===== config.mk =====
export PLATFORM = sky130hd
export DESIGN_NAME = cbr_refresh_ctrl
export DESIGN_NICKNAME = d
export VERILOG_FILES = /design/src/rtl/cbr_refresh_pkg.sv /design/src/rtl/refresh_slot_timer.sv /design/src/rtl/refresh_backlog.sv /design/src/rtl/cbr_sequencer.sv /design/src/rtl/cbr_refresh_ctrl.sv
export SDC_FILE = /design/constraint.sdc
export NUM_CORES = 1
export LEC_CHECK = 0
export BUFFER_PORTS_ARGS = -buffer_cell sky130_fd_sc_hd__buf_2
export CORE_MARGIN = 2
export CORE_UTILIZATION = 25
export CTS_BUF_LIST = sky130_fd_sc_hd__clkbuf_8
export CTS_CLUSTER_SIZE = 8
export DETAILED_ROUTE_END_ITERATION = 6
export GPL_TIMING_DRIVEN = 0
export REMOVE_ABC_BUFFERS = 1
export SLEW_MARGIN = 20
export SYNTH_ARGS = -nofsm -noshare
export SYNTH_HDL_FRONTEND = slang
export SYNTH_HIERARCHICAL = 1
export SYNTH_SLANG_ARGS = --single-unit

===== constraint.sdc =====
create_clock -name clk -period 2.5 [get_ports clk]
set_input_delay 0.375 -clock clk [delete_from_list [all_inputs] [get_ports clk]]
set_output_delay 0.375 -clock clk [all_outputs]
set_load 0.005 [all_outputs]

===== src/rtl/cbr_refresh_pkg.sv =====
package cbr_refresh_pkg;
  typedef enum logic [2:0] {
    SQ_IDLE,
    SQ_LEAD,
    SQ_BOTH,
    SQ_ROW,
    SQ_PRE
  } sq_state_t;
endpackage


===== src/rtl/refresh_slot_timer.sv =====
module refresh_slot_timer #(
  parameter int SLOT_CYC = 1560
) (
  input  logic clk,
  input  logic rst_n,
  output logic slot_tick
);
  localparam int TW = (SLOT_CYC > 1) ? $clog2(SLOT_CYC) : 1;
  localparam logic [TW-1:0] LAST = TW'(SLOT_CYC - 1);

  logic [TW-1:0] cnt_q;

  always_ff @(posedge clk) begin
    if (!rst_n) begin
      cnt_q <= '0;
    end else if (cnt_q == LAST) begin
      cnt_q <= '0;
    end else begin
      cnt_q <= cnt_q + 1'b1;
    end
  end

  assign slot_tick = rst_n && (cnt_q == LAST);
endmodule


===== src/rtl/refresh_backlog.sv =====
module refresh_backlog #(
  parameter int MAX_OWED = 4
) (
  input  logic clk,
  input  logic rst_n,
  input  logic add,
  input  logic take,
  output logic owed,
  output logic [$clog2(MAX_OWED+1)-1:0] owed_cnt
);
  localparam int OW = $clog2(MAX_OWED + 1);
  localparam logic [OW-1:0] FULL = OW'(MAX_OWED);

  logic [OW-1:0] cnt_q;

  always_ff @(posedge clk) begin
    if (!rst_n) begin
      cnt_q <= '0;
    end else begin
      case ({add, take})
        2'b10:   if (cnt_q != FULL) cnt_q <= cnt_q + 1'b1;
        2'b01:   cnt_q <= cnt_q - 1'b1;
        default: cnt_q <= cnt_q;
      endcase
    end
  end

  assign owed     = (cnt_q != '0);
  assign owed_cnt = cnt_q;
endmodule


===== src/rtl/cbr_sequencer.sv =====
module cbr_sequencer
  import cbr_refresh_pkg::*;
#(
  parameter int N_CAS        = 4,
  parameter int N_RAS        = 4,
  parameter int CAS_LEAD_CYC = 1,
  parameter int CAS_HOLD_CYC = 1,
  parameter int RAS_LOW_CYC  = 6,
  parameter int RAS_PRE_CYC  = 4
) (
  input  logic             clk,
  input  logic             rst_n,
  input  logic             start,
  output logic             idle,
  output logic             done,
  output logic [N_CAS-1:0] cas_n,
  output logic [N_RAS-1:0] ras_n
);
  localparam int MAXC = (CAS_LEAD_CYC > RAS_LOW_CYC) ?
                        ((CAS_LEAD_CYC > RAS_PRE_CYC) ? CAS_LEAD_CYC : RAS_PRE_CYC) :
                        ((RAS_LOW_CYC > RAS_PRE_CYC) ? RAS_LOW_CYC : RAS_PRE_CYC);
  localparam int CW = $clog2(MAXC + 1);
  localparam logic [CW-1:0] L_LEAD = CW'(CAS_LEAD_CYC - 1);
  localparam logic [CW-1:0] L_BOTH = CW'(CAS_HOLD_CYC - 1);
  localparam logic [CW-1:0] L_ROW  = CW'(RAS_LOW_CYC - CAS_HOLD_CYC - 1);
  localparam logic [CW-1:0] L_PRE  = CW'(RAS_PRE_CYC - 1);

  sq_state_t st_q, st_d;
  logic [CW-1:0] cnt_q, cnt_d;
  logic done_d, done_q;

  always_comb begin
    st_d   = st_q;
    cnt_d  = (cnt_q != '0) ? cnt_q - 1'b1 : cnt_q;
    done_d = 1'b0;
    case (st_q)
      SQ_IDLE: if (start) begin
        st_d  = SQ_LEAD;
        cnt_d = L_LEAD;
      end
      SQ_LEAD: if (cnt_q == '0) begin
        st_d  = SQ_BOTH;
        cnt_d = L_BOTH;
      end
      SQ_BOTH: if (cnt_q == '0) begin
        st_d  = SQ_ROW;
        cnt_d = L_ROW;
      end
      SQ_ROW: if (cnt_q == '0) begin
        st_d  = SQ_PRE;
        cnt_d = L_PRE;
      end
      SQ_PRE: if (cnt_q == '0) begin
        st_d   = SQ_IDLE;
        done_d = 1'b1;
      end
      default: st_d = SQ_IDLE;
    endcase
  end

  always_ff @(posedge clk) begin
    if (!rst_n) begin
      st_q   <= SQ_IDLE;
      cnt_q  <= '0;
      done_q <= 1'b0;
    end else begin
      st_q   <= st_d;
      cnt_q  <= cnt_d;
      done_q <= done_d;
    end
  end

  logic cas_on, ras_on;
  assign cas_on = (st_q == SQ_LEAD) || (st_q == SQ_BOTH);
  assign ras_on = (st_q == SQ_BOTH) || (st_q == SQ_ROW);

  for (genvar c = 0; c < N_CAS; c++) begin : g_cas
    assign cas_n[c] = ~cas_on;
  end
  for (genvar r = 0; r < N_RAS; r++) begin : g_ras
    assign ras_n[r] = ~ras_on;
  end

  assign idle = (st_q == SQ_IDLE);
  assign done = done_q;
endmodule


===== src/rtl/cbr_refresh_ctrl.sv =====
module cbr_refresh_ctrl #(
  parameter int N_CAS        = 4,
  parameter int N_RAS        = 4,
  parameter int SLOT_CYC     = 1560,
  parameter int MAX_OWED     = 4,
  parameter int CAS_LEAD_CYC = 1,
  parameter int CAS_HOLD_CYC = 1,
  parameter int RAS_LOW_CYC  = 6,
  parameter int RAS_PRE_CYC  = 4
) (
  input  logic             clk,
  input  logic             rst_n,
  input  logic             rf_take,
  output logic             rf_want,
  output logic             rf_busy,
  output logic             rf_done,
  output logic [N_CAS-1:0] col_stb_n,
  output logic [N_RAS-1:0] row_stb_n
);
  localparam int OW = $clog2(MAX_OWED + 1);

  logic slot_tick, owed, seq_idle, accept;
  logic [OW-1:0] owed_cnt;

  refresh_slot_timer #(.SLOT_CYC(SLOT_CYC)) u_timer (
    .clk(clk), .rst_n(rst_n), .slot_tick(slot_tick)
  );

  refresh_backlog #(.MAX_OWED(MAX_OWED)) u_backlog (
    .clk(clk), .rst_n(rst_n), .add(slot_tick), .take(accept),
    .owed(owed), .owed_cnt(owed_cnt)
  );

  assign rf_want = owed && seq_idle;
  assign accept  = rf_want && rf_take;
  assign rf_busy = !seq_idle;

  cbr_sequencer #(
    .N_CAS(N_CAS), .N_RAS(N_RAS),
    .CAS_LEAD_CYC(CAS_LEAD_CYC), .CAS_HOLD_CYC(CAS_HOLD_CYC),
    .RAS_LOW_CYC(RAS_LOW_CYC), .RAS_PRE_CYC(RAS_PRE_CYC)
  ) u_seq (
    .clk(clk), .rst_n(rst_n), .start(accept), .idle(seq_idle),
    .done(rf_done), .cas_n(col_stb_n), .ras_n(row_stb_n)
  );
endmodule


==> out/summary.txt, run 1 <==
total global routing overflow: 0
met3 routed WL: 113 um
HP Class: in2reg
Starting Density: 26.2%
Max VDD drop: 0.000271 V
RSZ-0062 raised after global routing: no
area delta synth->final: 10.7%
area share of fa/ha/maj cells after synthesis: 4.60%
flop2flop setup slack: 190 ps
xor and xnor area share after synthesis: 7.69%
actual slew at the worst max-slew pin: 464 ps
Clk Tree Root Cell: clkbuf_8
FF-to-FF End: u_backlog/owed_cnt[2]$_SDFFE_PN0P_
CTS clock-pin slew for the worst setup and hold paths: 80 ps
num rows: 25
layout cells sized above 1: 20.3%
final hold vios: 0
I/O Pins: 14
Fin Clk Skew: 6.95 ps
outcome: finished, final reports clean
WL final: 2210 um
ratio of final minimum period to clock period: 92.5%
EDFF count, synth: 0
Slew headroom: 69.0%
dpl hpwl: 1610 um
Synth Flop Type: dfxtp_1
Reg-to-Reg Start: u_seq/st_q[1]$_SDFFE_PN0P_
CP delay by family, top: simple AND/OR/NAND/NOR gates
antenna viol nets, final: 0
largest net degree at the start of global routing: 13
PwrDens: 874 nW/um2
Power Total: 1.21 mW
DRC: 0
R2R depth: 7
Worst Setup Start Kind: flip-flop
top routing layer in use: met3
clk buf depth: 2
wire length of the first global-routing pass: 3630 um
H-tree depth: 1
cell depth of the worst setup path: 7
Die Span X: 74.8 um
CP Cell Sequence: nor3_2 > and3_2 > nand2b_1 > fa_1 > nor3b_2 > nor3_1 > a2111oi_2
CTS sink cnt: 21
CP Class: reg2reg
Die Height: 74.8 um
IO Port Bufs: 13
number of global-route vias before repair: 816
CP required: 2670 ps
Final nets: 161
max-slew violation count: 0
Final min period: 2310 ps
TritonCTS clock tree: done
Overall Global Routing Usage: 8.22%
CORE AREA: 4790 um2
Syn Std Cell Area: 1250 um2
via count: 966
WP buf/inv: 0
worst setup path end: u_backlog/owed_cnt[2]$_SDFFE_PN0P_
initial antenna violation count: 0
library cells used by synthesis: 44
Vias/cell: 4.39
drt pass-1 iters: 4
simple-gate share of the synthesized area: 26.6%
Synth Area in Compound Gates: 15.7%
Crit path largest cell delay: 460 ps
ys async rst share: 0%
hold path cells: 2
Synth Warn #: 6
Achievable Freq: 432 MHz
RD Place Congestion: 0.706
multiplexer share of the synthesized area: 0.799%
crit end category: flip-flop
Arr. time, crit path: 2480 ps
main combinational cell family by area after synthesis: simple AND/OR/NAND/NOR gates
Seq/Total Area, Yosys: 33.6%
ANT cells: 0
max-capacitance violation count: 0
DR iter-0 viols: 58
met2 wire len: 975 um
Pleak: 0.531 nW
Mapped Cells: 146
clk_lat worst skew: 260 ps
register bit total from synthesis: 21
Final setup viols: 0
Die ar.: 5590 um2
Worst Setup SP: u_seq/st_q[1]$_SDFFE_PN0P_
Avg WL per Cell: 10.0 um
worst hold slack: 443 ps
WL met1: 1120 um
Critical Path Fanout Max: 12
Avg Inst Size Synth: 8.58 um2
Hold-fix buffers, CTS: 0
Crit-path slowest cell: dfxtp_1
CTS buffer count: 3
==> layout make-up <==
| class | count | area [um2] |
|---|---|---|
| fillers | 521 | 3400 |
| multi-input cells | 101 | 714 |
| flip-flops and latches | 21 | 420 |
| well taps | 67 | 83.8 |
| repair buffers | 14 | 72.6 |
| inverters | 13 | 48.8 |
| clock buffers | 3 | 41.3 |
| clock inverters | 1 | 5.00 |
==> stage by stage <==
| step | instance area [um2] | setup slack (ps) | instances | setup TNS, ps | utilization [%] |
|---|---|---|---|---|---|
| floorplan | 1160 | 147 | 135 | 0 | - |
| global placement | 1310 | -172 | 215 | -336 | 27.4 |
| detailed placement | 1310 | -227 | 215 | -429 | 27.4 |
| CTS | 1370 | 30.9 | 219 | 0 | 28.5 |
| global route | 1390 | 2.49 | 220 | 0 | 29.0 |
| finish | 1390 | 187 | 220 | 0 | 29.0 |
==> flip-flops by register name (all words and copies together) (netlist names) <==
register            count
u_seq/st_q              3
u_timer/cnt_q          11
u_backlog/owed_cnt      3
u_seq/cnt_q             3
u_seq/done              1
==> cells by family after synthesis <==
logic type,Yosys count
buffers and inverters,24
adder cells (fa/ha/maj),4
AND/OR/NAND/NOR,62
AO/OA/AOI/OAI,23
XOR/XNOR,11
multiplexers,1
flip-flops,21
==> how the worst min path moves through the flow <==
stage	from	end	slack, ps
final	rst_n	u_backlog/owed_cnt[0]$_SDFFE_PN0P_	440
after global routing	rst_n	u_backlog/owed_cnt[0]$_SDFFE_PN0P_	440
after CTS	rst_n	u_backlog/owed_cnt[0]$_SDFFE_PN0P_	440
after detailed placement	u_timer/cnt_q[0]$_SDFF_PP0_	u_timer/cnt_q[0]$_SDFF_PP0_	440
after global placement	u_timer/cnt_q[0]$_SDFF_PP0_	u_timer/cnt_q[0]$_SDFF_PP0_	430
after floorplan	u_timer/cnt_q[0]$_SDFF_PP0_	u_timer/cnt_q[0]$_SDFF_PP0_	420
==> timing repair <==
item | 4_1_cts | 5_1_grt
pin swaps | 0 | 1
buffers inserted | 0 | 1
endpoints found under the setup margin | 2 | 2
resized for setup | 2 | 2
==> placed cells by master (no fill, tap or decap), drive strengths merged, types with 2 or more instances in the layout <==
cell type,n
clkbuf,3
and3b,2
o211ai,3
xnor2,7
nor2b,3
ha,3
a211oi,2
inv,13
a21oi,4
and2b,2
nor3,7
nor2,18
buf,14
nand2,10
nand2b,5
xor2,4
dfxtp,21
nand3,6
o21a,2
nor4,2
==> per-layer routing <==
layer / global-route usage (%) / up-vias
li1: - / 509
met1: 11.5 / 435
met2: 12.3 / 22
met3: 3.21 / 0
met4: 1.19 / 0
met5: 0 / -
==> power by group <==
part | switching [mW] | internal [mW]
logic | 0.257 | 0.268
clock network | 0.115 | 0.111
registers | 0.0756 | 0.385
total | 0.447 | 0.764
==> worst register-to-register path, stage by stage (launching register included) <==
cell       delay [ps]
dfxtp_1           460
nor3_2            290
and3_2            360
nand2b_1          100
fa_1              400
nor3b_2           220
nor3_1             80
a2111oi_2         320
==> cell usage after synthesis, types with 2 or more instances <==
cell      number  share of area, %
buf_6          2               1.8
buf_4          9               5.4
inv_1         13               3.9
nor2_1        18               5.4
nor4_1         2               1.0
nor2b_1        3               1.5
ha_1           3               3.0
nand3_1        6               2.4
a21oi_1        4               1.6
dfxtp_1       21                34
o211ai_1       3               1.8
xor2_1         4               2.8
nor3_1         7               2.8
o21a_1         2               1.2
nand2_1        9               2.7
nand2b_1       5               2.5
a211oi_1       2               1.2
xnor2_1        7               4.9
No activity file was read; power rests on OpenSTA's default activity.
==> inputs of run 2 (changes only) <==
CORE_MARGIN = unset   (was 2)
CTS_BUF_LIST = unset   (was sky130_fd_sc_hd__clkbuf_8)
clock period = 2 ns   (was 2.5 ns; I/O delays follow)
==> run 2 against run 1 <==
The run now ends with setup timing left. Fmax grew 14%. Combinational power grew 33%. First-iteration DRC count grew 72%. Die area shrank 5.3%. Non-clock buffer count grew 2. Clock-buffer cell count grew 1. Flip-flop and latch count is the same. Core utilization grew 1.5 points. Sequential power grew 27%. Largest cell class unchanged.
==> out/summary.txt, run 2 (same netlist as run 1, synthesis figures left out) <==
Seq pwr share: 37.6%
Power Total: 1.56 mW
Final setup viols: 1
CP Class: reg2reg
Fin Clk Skew: 2.18 ps
setup TNS: -30.1 ps
Util after Layout: 30.4%
layout cells sized above 1: 29.0%
dpl ws: -702 ps
RD Place Congestion: 0.721
clk_lat worst skew: 260 ps
Final min period: 2030 ps
RSZ-0062 raised after global routing: yes
drt pass-1 iters: 4
Hold-fix buffers, CTS: 0
Critical Path Fanout Max: 4
CTS sink cnt: 21
ratio of final minimum period to clock period: 102%
Achievable Freq: 493 MHz
num rows: 25
power share of the combinational group: 44.8%
via count: 968
total global routing overflow: 0
Worst Slack Setup Final: -30.1 ps
Die Span X: 72.8 um
DR iter-0 viols: 100
Switch Pwr: 0.569 mW
CORE AREA: 4790 um2
max-slew violation count: 0
failing checks: setup timing
final hold vios: 0
Clk Tree Root Cell: clkbuf_8
register with the most flip-flops: u_timer/cnt_q
Pleak: 0.543 nW
CTS clock-pin slew for the worst setup and hold paths: 70 ps
crit end category: flip-flop
outcome: complete, but fails checks
Die Height: 72.8 um
WL final: 2260 um
actual slew at the worst max-slew pin: 431 ps
Overall Global Routing Usage: 9.43%
DRC: 0
dpl hpwl: 1560 um
max reg flops: 11
most common cell after layout, fill and taps aside: nor2_1
Final Instance Count excl. Fillers: 222
Worst Setup Start Kind: flip-flop
H-tree depth: 1
TritonCTS clock tree: done
Placed Cells: 215
number of global-route vias before repair: 875
area delta synth->final: 16.3%
Max VDD drop: 0.000336 V
Slew headroom: 71.3%
commonest cells after routing, fill and taps aside: nor2_1 (18), dfxtp_1 (14), buf_2 (13), inv_1 (12), nand2_1 (8)
clk buf depth: 2
I/O Pins: 14
Vias/cell: 4.36
wire length of the first global-routing pass: 3930 um
Die ar.: 5300 um2
PwrDens: 1070 nW/um2
antenna viol nets, final: 0
ANT cells: 0
largest net degree at the start of global routing: 13
Final nets: 163
CP required: 2170 ps
max-capacitance violation count: 0
Arr. time, crit path: 2200 ps
IO Port Bufs: 13
HP Class: in2reg
Net Sw Frac: 36.5%
Starting Density: 26.2%
initial antenna violation count: 0
Clk network pwr share: 17.6%
Avg WL per Cell: 10.2 um
CTS buffer count: 3
internal power: 0.990 mW
-- run 2: cell count changes in the layout (fill, tap and decap cells not counted), sizes merged --
cell / delta
clkinv: -1
buf: +2
clkbuf: +1
-- run 2: per-stage QoR --
step | instance area (um2) | hold slack (ps)
after floorplan | 1160 | 418
after global placement | 1310 | 430
after detailed placement | 1310 | 445
after CTS | 1430 | 376
after global routing | 1460 | 383
final | 1460 | 381
-- run 2: metal layers --
layer,up-vias,GRT usage (%),share of wire [%]
met3,2,3.31,3.7
met5,-,0,0
li1,511,-,-
met1,440,12.8,53
met2,15,14.1,43
met4,0,2.61,0.49
-- run 2: final timing paths --
check	startpoint	slack, ps	depth (start not counted)	endpoint
max	u_timer/cnt_q[7]$_SDFF_PP0_	-30	8	u_backlog/owed_cnt[1]$_SDFFE_PN0P_
min	rst_n	380	2	u_backlog/owed_cnt[0]$_SDFFE_PN0P_
max reg2reg	u_timer/cnt_q[7]$_SDFF_PP0_	-30	8	u_backlog/owed_cnt[1]$_SDFFE_PN0P_
min reg2reg	u_timer/cnt_q[0]$_SDFF_PP0_	450	1	u_timer/cnt_q[0]$_SDFF_PP0_
-- run 2: what timing repair did --
| action | 4_1_cts | 5_1_grt |
|---|---|---|
| setup endpoints to repair | 3 | 2 |
| buffers inserted | 3 | 0 |
| pin swaps | 5 | 5 |
| gates resized for setup | 12 | 10 |
-- run 2: final cells by class --
cell class              count  area (um2)
inverters                  13        48.8
flip-flops and latches     21         432
clock buffers               4        45.0
multi-input cells         101         759
well taps                  67        83.8
fillers                   507        3330
repair buffers             16        87.6
-- run 2: power groups by stage --
stage	registers, mW	logic, mW	clock network (mW)
floorplan	0.559	0.489	0
finish	0.586	0.699	0.274
CTS	0.585	0.685	0.291
global placement	0.582	0.647	0
detailed placement	0.583	0.649	0
global route	0.597	0.796	0.308
-- run 2: worst max-delay path: stages (launching register included) --
cell      delay, ps
dfxtp_4         370
nor4b_4         270
nand2_2         110
nor4_4          250
nand2b_4        180
fa_2            430
inv_2            70
mux2i_1          60
o32ai_1         200
